`src/rtl/hvseq_pkg.sv`:
```
package hvseq_pkg;

  typedef enum logic [3:0] {
    S_OFF, S_PWR1, S_PWR2, S_PWR3, S_PWR4, S_OFS, S_BIAS, S_READY,
    S_NDLY, S_NBR, S_NOFS, S_NDIS, S_FD1, S_FD2, S_FDIS, S_STBY
  } seq_st_e;

  typedef struct packed {
    logic [3:0] sup;
    logic       ofs;
    logic       bias;
    logic       rrst;
    logic       dis;
    logic       prst_n;
    logic       pen;
    logic       rdy;
  } rail_t;

  localparam logic [7:0] FD1_CODE_SUGGEST = 8'd126;
  localparam logic [7:0] FD2_CODE_SUGGEST = 8'd0;

  function automatic logic [15:0] fast_wait_us(input logic [7:0] code);
    logic [17:0] prod;
    prod = 18'(code) * 18'd17;
    return 16'd4 + 16'(prod >> 2);
  endfunction

  function automatic logic in_fast(input seq_st_e s);
    return (s == S_FD1) || (s == S_FD2) || (s == S_FDIS) || (s == S_STBY);
  endfunction

endpackage

```
`src/rtl/hvseq_tick.sv`:
```
module hvseq_tick #(
  parameter int US_DIV    = 250,
  parameter int US_PER_MS = 1000
) (
  input  logic clk,
  input  logic rst_n,
  output logic tick_us,
  output logic tick_ms
);
  localparam int UW = $clog2(US_DIV > 1 ? US_DIV : 2);
  localparam int MW = $clog2(US_PER_MS > 1 ? US_PER_MS : 2);
  localparam logic [UW-1:0] U_LAST = UW'(US_DIV - 1);
  localparam logic [MW-1:0] M_LAST = MW'(US_PER_MS - 1);

  logic [UW-1:0] ucnt;
  logic [MW-1:0] mcnt;

  assign tick_us = (ucnt == U_LAST);
  assign tick_ms = tick_us && (mcnt == M_LAST);

  always_ff @(posedge clk or negedge rst_n) begin
    if (!rst_n) begin
      ucnt <= '0;
      mcnt <= '0;
    end else begin
      ucnt <= tick_us ? '0 : ucnt + 1'b1;
      if (tick_us) mcnt <= tick_ms ? '0 : mcnt + 1'b1;
    end
  end

  generate
    if (US_DIV > 1) begin : g_chk
      assert_tick_gap_R2: assert property (@(posedge clk) disable iff (!rst_n)
        tick_us |=> !tick_us);
    end
  endgenerate
endmodule

```
`src/rtl/hvseq_timer.sv`:
```
module hvseq_timer #(
  parameter int TW = 16
) (
  input  logic          clk,
  input  logic          rst_n,
  input  logic          tick_us,
  input  logic          tick_ms,
  input  logic          load,
  input  logic          load_ms,
  input  logic [TW-1:0] load_val,
  output logic          done
);
  logic [TW-1:0] cnt;
  logic          unit_ms;
  logic          step;

  assign step = unit_ms ? tick_ms : tick_us;
  assign done = (cnt == '0);

  always_ff @(posedge clk or negedge rst_n) begin
    if (!rst_n) begin
      cnt     <= '0;
      unit_ms <= 1'b1;
    end else if (load) begin
      cnt     <= load_val;
      unit_ms <= load_ms;
    end else if (step && !done) begin
      cnt <= cnt - 1'b1;
    end
  end
endmodule

```
`src/rtl/hvseq_decode.sv`:
```
module hvseq_decode
  import hvseq_pkg::*;
(
  input  seq_st_e st,
  output rail_t   o
);
  always_comb begin
    o = '0;
    unique case (st)
      S_OFF:   o = '0;
      S_PWR1:  o.sup = 4'b0001;
      S_PWR2:  o.sup = 4'b0011;
      S_PWR3:  o.sup = 4'b0111;
      S_PWR4:  o.sup = 4'b1111;
      S_OFS:   begin o.sup = 4'b1111; o.ofs = 1'b1; o.pen = 1'b1; end
      S_BIAS:  begin o.sup = 4'b1111; o.ofs = 1'b1; o.bias = 1'b1; o.pen = 1'b1; end
      S_READY: begin
        o.sup = 4'b1111; o.ofs = 1'b1; o.bias = 1'b1; o.rrst = 1'b1;
        o.prst_n = 1'b1; o.pen = 1'b1; o.rdy = 1'b1;
      end
      S_NDLY, S_FD1: begin
        o.sup = 4'b1111; o.ofs = 1'b1; o.bias = 1'b1; o.rrst = 1'b1;
        o.prst_n = 1'b1; o.pen = 1'b1;
      end
      S_NBR, S_FD2: begin
        o.sup = 4'b1111; o.ofs = 1'b1; o.prst_n = 1'b1; o.pen = 1'b1;
      end
      S_NOFS:  begin o.sup = 4'b1111; o.pen = 1'b1; end
      S_NDIS, S_FDIS: begin o.sup = 4'b1111; o.dis = 1'b1; o.pen = 1'b1; end
      S_STBY:  o.sup = 4'b0011;
      default: o = '0;
    endcase
  end
endmodule

```
`src/rtl/hvseq_ctrl.sv`:
```
module hvseq_ctrl
  import hvseq_pkg::*;
#(
  parameter int CLK_HZ      = 250_000_000,
  parameter int US_PER_MS   = 1000,
  parameter int STEP_MS     = 1,
  parameter int PRE_MS      = 25,
  parameter int OFS_HOLD_MS = 10,
  parameter int DIS_DLY_MS  = 1,
  parameter int NDIS_MS     = 1,
  parameter int FDIS_US     = 4,
  parameter int TW          = 16
) (
  input  logic       clk,
  input  logic       rst_n,
  input  logic       proj_en,
  input  logic       fault,
  input  logic       fast_sd_en,
  input  logic [7:0] ofs_ms,
  input  logic [7:0] bias_ms,
  input  logic [7:0] fsd_dly1,
  input  logic [7:0] fsd_dly2,
  output logic [3:0] sup_en,
  output logic       ofs_en,
  output logic       bias_en,
  output logic       rrst_en,
  output logic       dischg,
  output logic       panel_rst_n,
  output logic       int_n,
  output logic       panel_en,
  output logic       pwr_ready
);
  localparam int US_DIV = (CLK_HZ / 1_000_000 > 0) ? CLK_HZ / 1_000_000 : 1;

  seq_st_e        st, nxt;
  logic           tick_us, tick_ms, tmr_done;
  logic           ld, ld_ms;
  logic [TW-1:0]  ld_val;
  logic           ffast;
  logic           int_q;
  rail_t          ro;

  hvseq_tick #(.US_DIV(US_DIV), .US_PER_MS(US_PER_MS)) u_tick (
    .clk(clk), .rst_n(rst_n), .tick_us(tick_us), .tick_ms(tick_ms));

  hvseq_timer #(.TW(TW)) u_tmr (
    .clk(clk), .rst_n(rst_n), .tick_us(tick_us), .tick_ms(tick_ms),
    .load(ld), .load_ms(ld_ms), .load_val(ld_val), .done(tmr_done));

  hvseq_decode u_dec (.st(st), .o(ro));

  assign ffast = fault && fast_sd_en;

  always_comb begin
    nxt = st;
    unique case (st)
      S_OFF:   if (proj_en && !fault) nxt = S_PWR1;
      S_PWR1:  if (ffast) nxt = S_STBY; else if (tmr_done) nxt = S_PWR2;
      S_PWR2:  if (ffast) nxt = S_STBY; else if (tmr_done) nxt = S_PWR3;
      S_PWR3:  if (ffast) nxt = S_STBY; else if (tmr_done) nxt = S_PWR4;
      S_PWR4:  if (ffast) nxt = S_STBY; else if (tmr_done) nxt = S_OFS;
      S_OFS:   if (ffast) nxt = S_FD2;  else if (tmr_done) nxt = S_BIAS;
      S_BIAS:  if (ffast) nxt = S_FD2;  else if (tmr_done) nxt = S_READY;
      S_READY: if (ffast) nxt = S_FD1;  else if (!proj_en || fault) nxt = S_NDLY;
      S_NDLY:  if (ffast) nxt = S_FD1;  else if (tmr_done) nxt = S_NBR;
      S_NBR:   if (ffast) nxt = S_FD2;  else if (tmr_done) nxt = S_NOFS;
      S_NOFS:  if (ffast) nxt = S_FDIS; else if (tmr_done) nxt = S_NDIS;
      S_NDIS:  if (tmr_done) nxt = S_OFF;
      S_FD1:   if (tmr_done) nxt = S_FD2;
      S_FD2:   if (tmr_done) nxt = S_FDIS;
      S_FDIS:  if (tmr_done) nxt = S_STBY;
      S_STBY:  if (!fault) nxt = proj_en ? S_PWR3 : S_OFF;
      default: nxt = S_OFF;
    endcase
  end

  always_comb begin
    ld     = (nxt != st);
    ld_ms  = 1'b1;
    ld_val = '0;
    unique case (nxt)
      S_PWR1, S_PWR2, S_PWR3, S_PWR4: ld_val = TW'(STEP_MS);
      S_OFS:   ld_val = TW'(ofs_ms);
      S_BIAS:  ld_val = TW'(bias_ms);
      S_NDLY:  ld_val = TW'(PRE_MS);
      S_NBR:   ld_val = TW'(OFS_HOLD_MS);
      S_NOFS:  ld_val = TW'(DIS_DLY_MS);
      S_NDIS:  ld_val = TW'(NDIS_MS);
      S_FD1:   begin ld_ms = 1'b0; ld_val = TW'(fast_wait_us(fsd_dly1)); end
      S_FD2:   begin ld_ms = 1'b0; ld_val = TW'(fast_wait_us(fsd_dly2)); end
      S_FDIS:  begin ld_ms = 1'b0; ld_val = TW'(FDIS_US); end
      default: ld_val = '0;
    endcase
  end

  always_ff @(posedge clk or negedge rst_n) begin
    if (!rst_n) begin
      st    <= S_OFF;
      int_q <= 1'b1;
    end else begin
      st    <= nxt;
      int_q <= !(fault || in_fast(st));
    end
  end

  assign sup_en      = ro.sup;
  assign ofs_en      = ro.ofs;
  assign bias_en     = ro.bias;
  assign rrst_en     = ro.rrst;
  assign dischg      = ro.dis;
  assign panel_rst_n = ro.prst_n;
  assign panel_en    = ro.pen;
  assign pwr_ready   = ro.rdy;
  assign int_n       = int_q;

  assert_sup_thermo_R2: assert property (@(posedge clk) disable iff (!rst_n)
    (sup_en & (sup_en + 4'd1)) == 4'd0);
  assert_ofs_wait_R3: assert property (@(posedge clk) disable iff (!rst_n)
    (st == S_OFS && !tmr_done && !fault) |=> (st == S_OFS));
  assert_dis_no_reg_R4: assert property (@(posedge clk) disable iff (!rst_n)
    dischg |-> !(ofs_en || bias_en || rrst_en));
  assert_fault_int_R5: assert property (@(posedge clk) disable iff (!rst_n)
    fault |=> !int_n);
  assert_ready_fast_R6: assert property (@(posedge clk) disable iff (!rst_n)
    (pwr_ready && fault && fast_sd_en) |=> (bias_en && !pwr_ready && !int_n));
  assert_stby_hold_R8: assert property (@(posedge clk) disable iff (!rst_n)
    (st == S_STBY && fault) |=> (sup_en == 4'b0011));
endmodule

```
`config.mk`:
```
export PLATFORM = sky130hd
export DESIGN_NAME = hvseq_ctrl
export DESIGN_NICKNAME = d
export VERILOG_FILES = /design/src/rtl/hvseq_pkg.sv /design/src/rtl/hvseq_tick.sv /design/src/rtl/hvseq_timer.sv /design/src/rtl/hvseq_decode.sv /design/src/rtl/hvseq_ctrl.sv
export SDC_FILE = /design/constraint.sdc
export NUM_CORES = 1
export LEC_CHECK = 0
export ABC_AREA = 0
export ABC_CLOCK_PERIOD_IN_PS = 4400
export BUFFER_PORTS_ARGS = -buffer_cell sky130_fd_sc_hd__buf_2
export CAP_MARGIN = 30
export CORE_MARGIN = 2
export CORE_UTILIZATION = 32
export CTS_BUF_LIST = sky130_fd_sc_hd__clkbuf_8
export DETAILED_ROUTE_END_ITERATION = 8
export SLEW_MARGIN = 20
export SYNTH_ARGS = -nofsm -noshare
export SYNTH_HDL_FRONTEND = slang
export SYNTH_SLANG_ARGS = --single-unit
```
`constraint.sdc`:
```
create_clock -name clk -period 4.4 [get_ports clk]
set_input_delay 0.44 -clock clk [delete_from_list [all_inputs] [get_ports clk]]
set_output_delay 0.44 -clock clk [all_outputs]
set_load 0.01 [all_outputs]
```
==> impl_metrics.json <==
{
  "period_share_pct": 86.9,
  "area_growth_pct": 13.8,
  "synth_nets": 513,
  "ys.flop_type": "dfrtp_1",
  "diodes": 0,
  "synth_top_area_share_pct": 25.5,
  "yosysMostFrequentCell": "nand2_1",
  "met1_usage_pct": 22.8,
  "synthArstFlopShare_pct": 100,
  "drt_iter0_markers": 233,
  "clock-root-buffer": "clkbuf_8",
  "cp_cell_sequence": "inv_1 > ha_1 > nor4b_2 > nand4_2 > o31ai_1 > nand2_1 > nand4bb_4 > nor2_4 > mux2_2 > ha_1 > inv_1 > nor2_1 > a221oi_1 > a31oi_1 > a211o_1",
  "die_h_um": 112,
  "cts_sinks": 40,
  "fin_tns_setup_ns": 0,
  "die-area_mm2": 0.0125,
  "power.leakage_nw": 1.77,
  "drv_slew": 0,
  "seq_area_frac_synth_pct": 26.9,
  "timing.hold.ws_ns": 0.387,
  "start_util_pct": 32.7,
  "drive_gt1_share_pct": 18.3,
  "ys_warn_count": 0,
  "synth-edff-count": 0,
  "max_stage_delay_ns": 0.41,
  "syn_inst": 453,
  "insertion_delay_ns": 0.30,
  "detail-route-antenna-nets": 0,
  "dpl_worst_slack_ns": 0.428,
  "synth_top_area_cell": "dfrtp_1",
  "globalRouteTotalUtil_pct": 15.4,
  "powerDensity_mw_per_mm2": 594,
  "final_hold_viol_count": 0,
  "maxCapViolations": 0,
  "rsz0062_at_grt": "no",
  "fin_crit_ns": 3.82,
  "ys_ff_latch": 40,
  "finish.net_count": 555,
  "critPathLaunchType": "flip-flop",
  "peakVddDrop_mv": 0.289,
  "crit_fanout": 7,
  "drc": 0,
  "gp_congestion": 0.930,
  "setup_slack_ns": 0.576,
  "critPathArrivalTime_ns": 4.02,
  "grt_remaining_overflow": 0,
  "design_area_mm2": 0.00425,
  "hold_class": "primary input to flip-flop",
  "grt_max_degree": 41,
  "cp-end-kind": "flip-flop",
  "wl_mm": 9.43,
  "gr-usage-met3_pct": 2.89,
  "worstPathRequired_ns": 4.59,
  "first_pass_iters": 5,
  "vias_per_cell": 5.51,
  "fp.coreArea_mm2": 0.0114,
  "clk_pin_slew_ns": 0.09,
  "cts_tree": "yes",
  "cts_buffers": 5,
  "cts_buffer_depth": 2,
  "grt_pass1_wl_mm": 16.3,
  "outcome": "completed",
  "post-cts-setup-buffer-count": 0,
  "slowest_stage": "dfrtp_1",
  "setup_viol": 0,
  "fmax_ghz": 0.262,
  "dieWidth_um": 112,
  "vias": 3522,
  "worst_slew_pin_slew_ns": 0.568,
  "cp_top_family": "simple AND/OR/NAND/NOR gates",
  "crit_type": "flip-flop to flip-flop",
  "final_util_pct": 37.2,
  "path_buf_inv": 2,
  "synth.area.top_cells": "dfrtp_1 25%, ha_1 7.0%, nand2_1 5.1%, nor2_1 4.2%, xnor2_1 4.2%",
  "clock_skew_ns": 0.00694,
  "antenna_found_initial": 0,
  "placementRows": 39,
  "netlist_top_cells_count": "51 x nand2_1, 42 x nor2_1, 38 x dfrtp_1, 26 x o21ai_0, 22 x a21oi_1",
  "wl_per_cell_um": 14.8,
  "grt_use_met2_pct": 24.2,
  "grt_pass1_vias": 3377,
  "dpl_cell_area_mm2": 0.00409,
  "ys_types": 73,
  "io_pins": 49,
  "hpwl_mm": 7.29,
  "port_buffers": 48,
  "cts_htree_levels": 2,
  "slew_headroom_pct": 61.1,
  "avgSynthCellArea_um2": 8.24,
  "busiest_layer": "met2",
  "netlist_area_mm2": 0.00373
}
[worst register-to-register path, cell delays in order, from the launching register on]
cell and delay, ns:
dfrtp_1 0.41, inv_1 0.07, ha_1 0.18, nor4b_2 0.30
nand4_2 0.22, o31ai_1 0.32, nand2_1 0.24, nand4bb_4 0.32
nor2_4 0.24, mux2_2 0.37, ha_1 0.23, inv_1 0.12
nor2_1 0.06, a221oi_1 0.29, a31oi_1 0.13, a211o_1 0.23
[per-stage QoR]
step,total power [mW],cells
floorplan,1.83,453
global placement,2.17,629
detailed placement,2.18,629
CTS,2.51,637
global route,2.75,639
finish,2.52,639
[cell families after synthesis]
group	synth area share, %
xor gates and xnor gates	8.22
adders and majority gates	8.12
and+or+nand+nor	28.4
AOI/OAI and AO/OA	22.3
muxes	1.68
buffers and inverters	4.46
DFF	26.9
[final timing paths]
kind,from,endpoint,slack (ns),cells past startpoint
setup / recovery,u_tmr.cnt[0],u_tmr.cnt[4],0.58,15
hold / removal,fault,int_n,0.39,2
setup reg to reg,u_tmr.cnt[0],u_tmr.cnt[4],0.58,15
hold reg to reg,u_tick.ucnt[7],u_tick.ucnt[7],0.49,1
min in group asynchronous,rst_n,u_tick.mcnt[9],0.53,2
max in group asynchronous,rst_n,u_tmr.unit_ms,3.35,3
[sequential cells by signal (all words and copies together) (netlist names)]
name	count
u_tick.ucnt	8
u_tmr.unit_ms	1
u_tmr.cnt	16
u_tick.mcnt	10
st	4
int_n	1
[where the power goes]
group	internal [mW]	switching, mW
combinational	0.666	0.970
sequential	0.451	0.119
clock	0.171	0.146
[cell type report]
cell class	instances	area (um2)
sequential	40	1000
tap	143	179
multi-input combinational	374	2570
clock buffer	5	68.8
timing repair buffer	55	308
clock inverter	3	46.3
inverter	19	71.3
fill	1192	7170
[placed cells by master (no fill, tap or decap), types with 6 or more instances in the layout]
cell / Yosys / routed
o21ai_0: 26 / 26
nand2b_1: 6 / 6
ha_1: 21 / 21
a21oi_1: 22 / 22
nand2_1: 51 / 51
inv_1: 18 / 18
xnor2_1: 18 / 18
buf_2: 10 / 48
nor3_1: 9 / 9
a31oi_1: 7 / 7
dfrtp_1: 38 / 38
or3_1: 7 / 7
nand4_1: 7 / 7
nor2_1: 42 / 42
nor2b_1: 7 / 7
xor2_1: 17 / 17
nand3_1: 18 / 18
o22ai_1: 8 / 8
[layer usage]
layer	wire, um	share of wire [%]	vias up
met5	0	0	-
met4	42	0.45	0
met3	439	4.7	6
met2	4220	45	93
met1	4730	50	1677
li1	-	-	1746
[what timing repair did]
item,in CTS,in global routing
resized for setup,0,2
setup endpoints to repair,0,2
hold buffers,0,1
hold endpoints to repair,0,9
(Power assumes the default switching activity.)
